$ cat config.mk
export PLATFORM = sky130hd
export DESIGN_NAME = charlcd_core
export DESIGN_NICKNAME = d
export VERILOG_FILES = /design/src/rtl/charlcd_core.sv
export SDC_FILE = /design/constraint.sdc
export NUM_CORES = 2
export LEC_CHECK = 0
export ABC_AREA = 1
export ABC_CLOCK_PERIOD_IN_PS = 4100
export CORE_UTILIZATION = 45
export DETAILED_ROUTE_END_ITERATION = 12
export DONT_BUFFER_PORTS = 1
export SETUP_SLACK_MARGIN = 0.02
export SYNTH_ARGS = -nofsm -noshare
export SYNTH_HDL_FRONTEND = slang
export SYNTH_SLANG_ARGS = --single-unit
$ cat constraint.sdc
create_clock -name clk -period 4.1 [get_ports clk]
set_input_delay 0.82 -clock clk [delete_from_list [all_inputs] [get_ports clk]]
set_output_delay 0.82 -clock clk [all_outputs]
set_load 0.1 [all_outputs]
$ cat src/rtl/charlcd_core.sv
module charlcd_core #(
  parameter int LINE_LEN  = 40,
  parameter int LONG_CYC  = 16,
  parameter int SHORT_CYC = 4
) (
  input  logic       clk,
  input  logic       rst_n,
  input  logic       en,
  input  logic       rs,
  input  logic       rw,
  input  logic [7:0] db_in,
  output logic [7:0] db_out,
  output logic       disp_on,
  output logic       cursor_on,
  output logic       blink_on,
  output logic       entry_inc,
  output logic       entry_shift,
  output logic       two_line,
  output logic       tall_font,
  output logic       bus_8bit,
  output logic [$clog2(2*LINE_LEN)-1:0] shift_ofs
);
  localparam int DD_SIZE = 2 * LINE_LEN;
  localparam int CG_SIZE = 64;
  localparam int OW = $clog2(DD_SIZE);
  localparam int BW = $clog2(LONG_CYC + 1);
  localparam logic [6:0] L1_END  = 7'(LINE_LEN - 1);
  localparam logic [6:0] L2_BASE = 7'h40;
  localparam logic [6:0] L2_END  = 7'(64 + LINE_LEN - 1);
  localparam logic [6:0] ONE_END = 7'(DD_SIZE - 1);

  typedef enum logic [3:0] {
    C_UNDEF, C_CLEAR, C_HOME, C_ENTRY, C_DISP, C_SHIFT, C_FUNC, C_CG, C_DD
  } cmd_e;

  logic [7:0]    dd [DD_SIZE];
  logic [7:0]    cg [CG_SIZE];
  logic [6:0]    ac;
  logic          cg_sel;
  logic [7:0]    rd_latch;
  logic [BW-1:0] busy_cnt;
  cmd_e          cmd;

  wire busy    = busy_cnt != '0;
  wire accept  = en & ~busy;
  wire instr_wr = accept & ~rs & ~rw;
  wire data_wr  = accept & rs & ~rw;
  wire data_rd  = accept & rs & rw;

  assign db_out = rs ? rd_latch : {busy, ac};

  wire [6:0] dd_ix = two_line ? (ac[6] ? 7'(LINE_LEN) + {1'b0, ac[5:0]} : {1'b0, ac[5:0]}) : ac;
  wire       dd_ok = two_line ? ({1'b0, ac[5:0]} < 7'(LINE_LEN)) : (ac < 7'(DD_SIZE));

  function automatic logic [6:0] step(logic [6:0] a, logic up, logic cgm, logic two);
    if (cgm)
      return {1'b0, up ? a[5:0] + 6'd1 : a[5:0] - 6'd1};
    else if (two) begin
      if (up)  return (a == L1_END) ? L2_BASE : (a == L2_END) ? 7'h00 : a + 7'd1;
      else     return (a == L2_BASE) ? L1_END : (a == 7'h00) ? L2_END : a - 7'd1;
    end else begin
      if (up)  return (a >= ONE_END) ? 7'h00 : a + 7'd1;
      else     return (a == 7'h00) ? ONE_END : a - 7'd1;
    end
  endfunction

  wire [6:0]    ac_mv     = step(ac, entry_inc, cg_sel, two_line);
  wire [6:0]    ac_right  = step(ac, 1'b1, cg_sel, two_line);
  wire [6:0]    ac_left   = step(ac, 1'b0, cg_sel, two_line);
  wire [OW-1:0] span_last = two_line ? OW'(LINE_LEN - 1) : OW'(DD_SIZE - 1);
  wire [OW-1:0] ofs_l     = (shift_ofs == span_last) ? '0 : shift_ofs + 1'b1;
  wire [OW-1:0] ofs_r     = (shift_ofs == '0) ? span_last : shift_ofs - 1'b1;

  always_comb begin
    casez (db_in)
      8'b1???????: cmd = C_DD;
      8'b01??????: cmd = C_CG;
      8'b001?????: cmd = C_FUNC;
      8'b0001????: cmd = C_SHIFT;
      8'b00001???: cmd = C_DISP;
      8'b000001??: cmd = C_ENTRY;
      8'b0000001?: cmd = C_HOME;
      8'b00000001: cmd = C_CLEAR;
      default:     cmd = C_UNDEF;
    endcase
  end

  always_ff @(posedge clk or negedge rst_n) begin
    if (!rst_n) begin
      ac <= '0;  cg_sel <= 1'b0;  rd_latch <= 8'h00;  busy_cnt <= '0;
      entry_inc <= 1'b1;  entry_shift <= 1'b0;
      disp_on <= 1'b0;  cursor_on <= 1'b0;  blink_on <= 1'b0;
      two_line <= 1'b0;  tall_font <= 1'b0;  bus_8bit <= 1'b1;
      shift_ofs <= '0;
      for (int i = 0; i < DD_SIZE; i++) dd[i] <= 8'h20;
      for (int i = 0; i < CG_SIZE; i++) cg[i] <= 8'h00;
    end else begin
      if (busy) busy_cnt <= busy_cnt - 1'b1;
      if (instr_wr) begin
        busy_cnt <= (cmd == C_CLEAR || cmd == C_HOME) ? BW'(LONG_CYC) : BW'(SHORT_CYC);
        case (cmd)
          C_CLEAR: begin
            for (int i = 0; i < DD_SIZE; i++) dd[i] <= 8'h20;
            ac <= '0;  cg_sel <= 1'b0;  shift_ofs <= '0;  entry_inc <= 1'b1;
          end
          C_HOME:  begin ac <= '0;  cg_sel <= 1'b0;  shift_ofs <= '0; end
          C_ENTRY: begin entry_inc <= db_in[1];  entry_shift <= db_in[0]; end
          C_DISP:  begin disp_on <= db_in[2];  cursor_on <= db_in[1];  blink_on <= db_in[0]; end
          C_SHIFT: begin
            if (db_in[3]) shift_ofs <= db_in[2] ? ofs_r : ofs_l;
            else          ac <= db_in[2] ? ac_right : ac_left;
          end
          C_FUNC:  begin
            bus_8bit <= db_in[4];  two_line <= db_in[3];  tall_font <= db_in[2];
            shift_ofs <= '0;
          end
          C_CG:    begin ac <= {1'b0, db_in[5:0]};  cg_sel <= 1'b1; end
          C_DD:    begin ac <= db_in[6:0];  cg_sel <= 1'b0; end
          default: ;
        endcase
      end
      if (data_wr) begin
        busy_cnt <= BW'(SHORT_CYC);
        if (cg_sel)     cg[ac[5:0]] <= db_in;
        else if (dd_ok) dd[dd_ix] <= db_in;
        ac <= ac_mv;
        if (entry_shift && !cg_sel) shift_ofs <= entry_inc ? ofs_l : ofs_r;
      end
      if (data_rd) begin
        busy_cnt <= BW'(SHORT_CYC);
        rd_latch <= cg_sel ? cg[ac[5:0]] : (dd_ok ? dd[dd_ix] : 8'h20);
        ac <= ac_mv;
      end
    end
  end

  AST_BUSY_IGNORES: assert property (@(posedge clk) disable iff (!rst_n)
    busy && en && !(!rs && rw) |=> $stable(ac) && $stable(shift_ofs));
  AST_BUSY_LIMIT: assert property (@(posedge clk) disable iff (!rst_n)
    busy_cnt <= BW'(LONG_CYC));
  AST_CLEAR_STATE: assert property (@(posedge clk) disable iff (!rst_n)
    instr_wr && db_in == 8'h01 |=> ac == '0 && shift_ofs == '0 && entry_inc && busy);
  AST_HOME_STATE: assert property (@(posedge clk) disable iff (!rst_n)
    instr_wr && db_in[7:1] == 7'h01 |=> ac == '0 && shift_ofs == '0);
  AST_UNDEF_QUIET: assert property (@(posedge clk) disable iff (!rst_n)
    instr_wr && db_in == 8'h00 |=> $stable(ac) && $stable(shift_ofs) && $stable(entry_inc) && busy);
  AST_STATUS_NO_BUSY: assert property (@(posedge clk) disable iff (!rst_n)
    en && !rs && rw && !busy |=> !busy);
  AST_OFS_RANGE: assert property (@(posedge clk) disable iff (!rst_n)
    shift_ofs <= span_last);
  AST_LINE_WRAP: assert property (@(posedge clk) disable iff (!rst_n)
    data_wr && two_line && !cg_sel && entry_inc && ac == L1_END |=> ac == L2_BASE);
endmodule

# Word-level counts from Yosys, hierarchy flattened
# Cells that the tools add are included.
[totals]
register_bits = 1188
in_bits = 13
output_inout_bits = 23
[classes]
add_sub_neg = 8
n_lt_le_gt_ge = 7
n_eq_ne = 20
n_mux = 62
bitwise_logic = 11
reduce_logical = 23
[ops]
columns = ["operator", "n"]
rows = [
  ["640-bit two-way mux", 5],
  ["640-bit bitwise mux", 1],
  ["512-bit bitwise mux", 1],
  ["7-bit two-way mux", 30],
  ["8-bit two-way mux", 9],
  ["8-bit binary-select mux with 7-bit select", 1],
  ["8-bit demux with 7-bit select", 1],
  ["8-bit binary-select mux with 6-bit select", 1],
  ["8-bit demux with 6-bit select", 1],
  ["4-bit one-hot mux with 8 select lines", 1],
  ["7-bit one-hot mux with 4 select lines", 1],
  ["5-bit two-way mux", 5],
  ["4-bit by 3-bit equality test with 1-bit output (second input constant)", 4],
  ["7-bit by 1-bit adder with 7-bit output (second input constant)", 2],
  ["7-bit equality test (second input constant)", 2],
  ["7-bit greater-or-equal comparator (second input constant)", 2],
  ["7-bit zero test", 2],
  ["7-bit one-hot mux with 2 select lines", 1],
  ["7-bit by 1-bit subtractor with 7-bit output (second input constant)", 2],
  ["2-bit AND reduction", 6],
  ["4-bit by 1-bit equality test with 1-bit output (second input constant)", 2],
  ["4-bit by 2-bit equality test with 1-bit output (second input constant)", 2],
  ["8-bit by 1-bit equality test with 1-bit output (second input constant)", 1],
  ["8-bit greater-or-equal comparator (second input constant)", 1],
  ["other kinds (35)", 47],
]

# Logic depth before layout (Yosys ltp)
[logic_depth]
depth_word = 12
ltp_mapped = 19

# Worst setup path before layout
# Ideal clock, no wire load.
[synth_timing]
kind = "input to output"
from = "input port rs"
to = "output port db_out[4]"
arrival_ps = 3133
path_slack_ps = 147
path_stages = 2
cell_sequence = "clkbuf_1 -> o21ai_0"
[synth_between]
elab_chain_cells = 1
[synth_rtl]
columns = ["item", "line", "source"]
rows = [
  ["from (decl)", "9", "input logic rs,"],
  ["8-bit two-way mux", "50", "assign db_out = rs ? rd_latch : {busy, ac};"],
  ["to (decl)", "12", "output logic [7:0] db_out,"],
]
# No other way between the ends.

# Worst setup path in the final report
[layout_timing]
from = "register ac[5]"
to = "register dd[22] in the netlist's numbering"
[layout_between]
elab_chain_cells = 12
word_cells_on_any_way = 16
cone_classes = "1 x add/sub; 4 x order compare; 9 x mux; 1 x bitwise; 1 x reduce/logical"
[layout_rtl]
columns = ["item", "line", "source"]
rows = [
  ["from (decl)", "38", "logic [6:0] ac;"],
  ["from (signal assigned)", "111", "else ac <= db_in[2] ? ac_right : ac_left;"],
  ["from (signal assigned)", "126", "ac <= ac_mv;"],
  ["from (signal assigned)", "132", "ac <= ac_mv;"],
  ["6-bit by 6-bit adder with 7-bit output", "52", "wire [6:0] dd_ix = two_line ? (ac[6] ? 7'(LINE_LEN) + {1'b0, ac[5:0]} : {1'b0, ac[5:0]}) : ac;"],
  ["7-bit two-way mux (2 in series)", "52", ""],
  ["7-bit NOT with 8-bit output (implied by the code)", "125", "else if (dd_ok) dd[dd_ix] <= db_in;"],
  ["8-bit greater-or-equal comparator (implied by the code) or 8-bit by 1-bit < comparator with 1-bit output (tied branches)", "125", ""],
  ["1-bit logical AND (implied by the code)", "125", ""],
  ["8-bit two-way mux (implied by the code)", "125", ""],
  ["8-bit demux with 7-bit select", "125", ""],
  ["640-bit bitwise mux", "125", ""],
  ["640-bit two-way mux (*)", "125", ""],
  ["640-bit two-way mux (*)", "124", "if (cg_sel) cg[ac[5:0]] <= db_in;"],
  ["640-bit two-way mux (*)", "122", "if (data_wr) begin"],
  ["to (signal, indexed assignment)", "125", ""],
  ["to (decl)", "36", "logic [7:0] dd [DD_SIZE];"],
]
# Every way passes the cells marked *; elsewhere a longest branch is shown, timed or not.
# A chain may end at the register's enable or synchronous reset.

==> impl_metrics.py <==
metrics = {
    "run_status": {
        "outcome": "finished, final reports clean",
    },
    "synthesis": {
        "ys_seq_elements": 1188,
        "synth-main-ff-cell": "sky130_fd_sc_hd__dfrtp_1",
        "ys.warnings.count": 0,
        "syn-cell-area_sq_mm": 0.0586,
        "synth_sequential_area_ratio_pct": 50.9,
        "post_synth_inst_count": 7942,
        "synth_enable_flop_cells": 0,
        "yosys.cell_types.count": 50,
        "synth_async_sr_flop_share_pct": 100,
        "synth.avg_cell_area_sq_um": 7.38,
        "syn-num-nets": 7965,
    },
    "worst_setup_path": {
        "critPathArrivalTime_ps": 4440,
        "startpoint_type": "register",
        "crit_family": "simple AND/OR/NAND/NOR gates",
        "critical_path.max_stage_delay_ps": 720,
        "cp.buffers_inverters": 1,
        "critical_path.cell_chain": "nor2_1 -> nor2_1 -> o21ai_2 -> nand2_1 -> nor2_1 -> nand3_1 -> o21ai_0 -> inv_1",
        "setup_crit_path_kind": "register to register",
        "critPathMaxFanout": 16,
        "critical_path.endpoint_type": "register",
        "crit_required_ps": 4760,
        "critical-path-top-cell-by-count": "sky130_fd_sc_hd__nor2_1",
        "cp_slowest_cell": "sky130_fd_sc_hd__nand3_1",
    },
    "min_path": {
        "worst_hold_path_type": "input pin to asynchronous set/reset pin",
    },
    "clocking": {
        "cts-htree-levels": 4,
        "root_buffer": "sky130_fd_sc_hd__clkbuf_16",
        "clk_pin_slew_ps": 60,
        "clock-sinks": 1188,
        "cts-buffers-inserted": 137,
        "clk-insertion-delay-late_ps": 780,
        "max-clock-path-buffers": 3,
        "post_cts_resized": 0,
        "cts_tree": "built",
        "cts.repair_timing.setup_buffer_count": 0,
    },
    "place": {
        "portbufs": 0,
        "dpl.hpwl_mm": 119,
        "place_ws_ps": 29.5,
        "gp_routability_congestion": 0.983,
    },
    "timing": {
        "layout_min_cycle_time_ps": 3770,
        "final_hold_viol_count": 0,
        "actual_slew_at_the_worst_max_slew_pin_ps": 1330,
        "fmaxAchievable_mhz": 265,
        "drv_slew": 0,
        "slew_hr_pct": 11.2,
        "layout_worst_path_cycle_share_pct": 92.0,
        "setup-violations-final": 0,
        "clock_skew_ps": 32.8,
        "timing.setup.tns_ps": 0,
        "rsz0062_at_grt": "false",
        "setup_slack_ps": 326,
    },
    "cells_and_area": {
        "fin_nets": 7743,
        "layout_commonest_cell": "sky130_fd_sc_hd__nand2_1",
        "area_growth_syn_to_layout_pct": 10.6,
        "insertedDiodeCount": 0,
        "drive_above_1_share_pct": 6.91,
        "final_layout_fill_cell_count": 12800,
        "layout.cells.most_common_list": "sky130_fd_sc_hd__nand2_1, sky130_fd_sc_hd__o21ai_0, sky130_fd_sc_hd__dfrtp_1",
    },
    "drt": {
        "detail_route.wl_per_cell_um": 20.6,
        "detail-route-antenna-nets": 0,
        "routed_wirelength_mm": 197,
        "drt_iter0_markers": 6059,
        "firstDrtPassIters": 9,
        "count_of_vias_placed_by_the_detailed_router": 52400,
        "drcViolationCount": 0,
        "detail_route.vias_per_cell": 5.48,
    },
    "grt": {
        "track_usage_pct": 30.1,
        "global_route.overflow_total": 0,
        "wire_length_of_the_first_global_routing_pass_mm": 305,
        "number_of_antenna_violations_at_the_first_check_in_global_routing": 4,
        "largest_net_degree_at_the_start_of_global_routing": 271,
        "number_of_global_route_vias_before_repair": 49600,
    },
    "floorplan": {
        "total_die_area_sq_mm": 0.132,
        "dieWidth_um": 363,
        "start_util_pct": 45.3,
        "std_cell_rows": 132,
        "die_boundary_height_um": 363,
        "io_pins": 36,
        "core_area_sq_mm": 0.129,
    },
    "pwr": {
        "max-vdd-ir-drop_v": 0.000546,
        "power-per-cell-area_mw_per_mm2": 573,
        "cellLeakagePower_uw": 0.0327,
    },
    "flow_run": {
        "max_capacitance_violation_count": 0,
    },
}
[synthesized netlist by cell type (2+ instances only)]
library cell	instances	share of area (%)
sky130_fd_sc_hd__dfstp_2	82	3.7
sky130_fd_sc_hd__ha_1	10	0.21
sky130_fd_sc_hd__buf_4	8	0.10
sky130_fd_sc_hd__nand3b_1	2	0.026
sky130_fd_sc_hd__buf_2	89	0.76
sky130_fd_sc_hd__o22ai_1	281	3.0
sky130_fd_sc_hd__nor2_2	12	0.13
sky130_fd_sc_hd__o21ai_0	1139	9.7
sky130_fd_sc_hd__o21a_1	2	0.026
sky130_fd_sc_hd__xor2_1	10	0.15
sky130_fd_sc_hd__nor2_4	16	0.31
sky130_fd_sc_hd__nand2_1	3566	23
sky130_fd_sc_hd__a21oi_1	101	0.86
sky130_fd_sc_hd__clkbuf_1	350	2.2
sky130_fd_sc_hd__o21ai_1	19	0.16
sky130_fd_sc_hd__nand3_1	216	1.8
sky130_fd_sc_hd__o211ai_1	6	0.077
sky130_fd_sc_hd__o32ai_1	2	0.030
sky130_fd_sc_hd__a22oi_1	10	0.13
sky130_fd_sc_hd__and2_1	3	0.032
sky130_fd_sc_hd__buf_1	40	0.26
sky130_fd_sc_hd__inv_2	27	0.17
sky130_fd_sc_hd__dfrtp_1	1106	47
sky130_fd_sc_hd__inv_1	512	3.3
sky130_fd_sc_hd__nand2_2	22	0.23
sky130_fd_sc_hd__nor2_8	3	0.10
sky130_fd_sc_hd__nand4_1	23	0.25
sky130_fd_sc_hd__nor3_1	11	0.094
sky130_fd_sc_hd__a31oi_1	14	0.15
sky130_fd_sc_hd__or2_2	3	0.032
sky130_fd_sc_hd__nand3_2	6	0.10
sky130_fd_sc_hd__o21ai_2	3	0.045
sky130_fd_sc_hd__clkinv_1	9	0.058
sky130_fd_sc_hd__nor2_1	223	1.4
[flip-flops by register name, indices dropped and copies added, names as in the netlist]
| signal | count |
|---|---|
| two_line | 1 |
| busy_cnt | 5 |
| ac | 7 |
| shift_ofs | 7 |
| entry_inc | 1 |
| entry_shift | 1 |
| cursor_on | 1 |
| bus_8bit | 1 |
| dd | 640 |
| tall_font | 1 |
| cg | 512 |
| rd_latch | 8 |
| cg_sel | 1 |
| blink_on | 1 |
| disp_on | 1 |
[path summary, 6_finish.rpt]
| kind | start | end | slack (ps) | cells past startpoint |
|---|---|---|---|---|
| hold / removal | rst_n | cg[37] | 20 | 1 |
| setup reg to reg | ac[5] | dd[22] | 330 | 8 |
| min in group clk | db_in[7] | dd[79] | 190 | 2 |
| setup / recovery | ac[5] | dd[22] | 330 | 8 |
| max in group asynchronous | rst_n | dd[324] | 1060 | 5 |
| hold reg to reg | cg[40] | cg[40] | 480 | 2 |
[stage by stage]
stage	hold slack (ps)	cell area (sq um)	std cells	utilization (%)	total power, uW
after floorplan	449	58600	7942	-	20100
after global placement	465	60200	9320	46.6	24500
after detailed placement	473	60200	9320	46.6	24600
after CTS	75.8	64800	9570	50.1	37000
after global routing	114	64800	9571	50.1	38700
final	23.7	64800	9571	50.1	37100
[repair_timing]
| action | 4_1_cts | 5_1_grt |
|---|---|---|
| endpoints found under the hold margin | 82 | 0 |
| hold buffers | 2 | 0 |
| setup endpoints to repair | 0 | 0 |
[power by group]
group	internal (uW)	total (uW)	switching, uW
logic	2630	11600	8950
clock network	7320	12400	5110
registers	12600	13100	479
total	22600	37100	14500
[per-layer routing]
layer / up-vias / track usage (%) / share of wire, %
li1: 24900 / - / -
met1: 25300 / 42.1 / 44
met2: 1916 / 46.4 / 45
met3: 365 / 5.36 / 7.6
met4: 2 / 11.7 / 3.7
met5: - / 0 / 0.0066
[logic make-up (layout without fill, tap and decap cells)]
kind of cell	Yosys count	count (layout)	synth area share, %
mux	1	1	0.0192
xor+xnor	11	11	0.164
simple gates	4111	4111	27.5
flops	1188	1188	50.9
compound gates	1584	1584	14.3
buf+inv	1037	924	6.90
fa+ha+maj	10	10	0.213
[worst reg2reg max path, stage by stage, from the launching register on]
cell and delay (ps):
sky130_fd_sc_hd__dfrtp_1 460, sky130_fd_sc_hd__nor2_1 340, sky130_fd_sc_hd__nor2_1 90, sky130_fd_sc_hd__o21ai_2 600
sky130_fd_sc_hd__nand2_1 320, sky130_fd_sc_hd__nor2_1 670, sky130_fd_sc_hd__nand3_1 730, sky130_fd_sc_hd__o21ai_0 390
sky130_fd_sc_hd__inv_1 60
[layout make-up]
class                      count  area [sq um]  share of cell area, %
sequential                  1188         29800                   46.0
multi-input combinational   5717         24800                   38.2
clock buffer                 211          4160                   6.42
tap                         1742          2180                   3.36
inverter                     549          2120                   3.26
timing repair buffer         127          1350                   2.09
clock inverter                37           383                  0.590
Power figures use the tool's default switching activity.
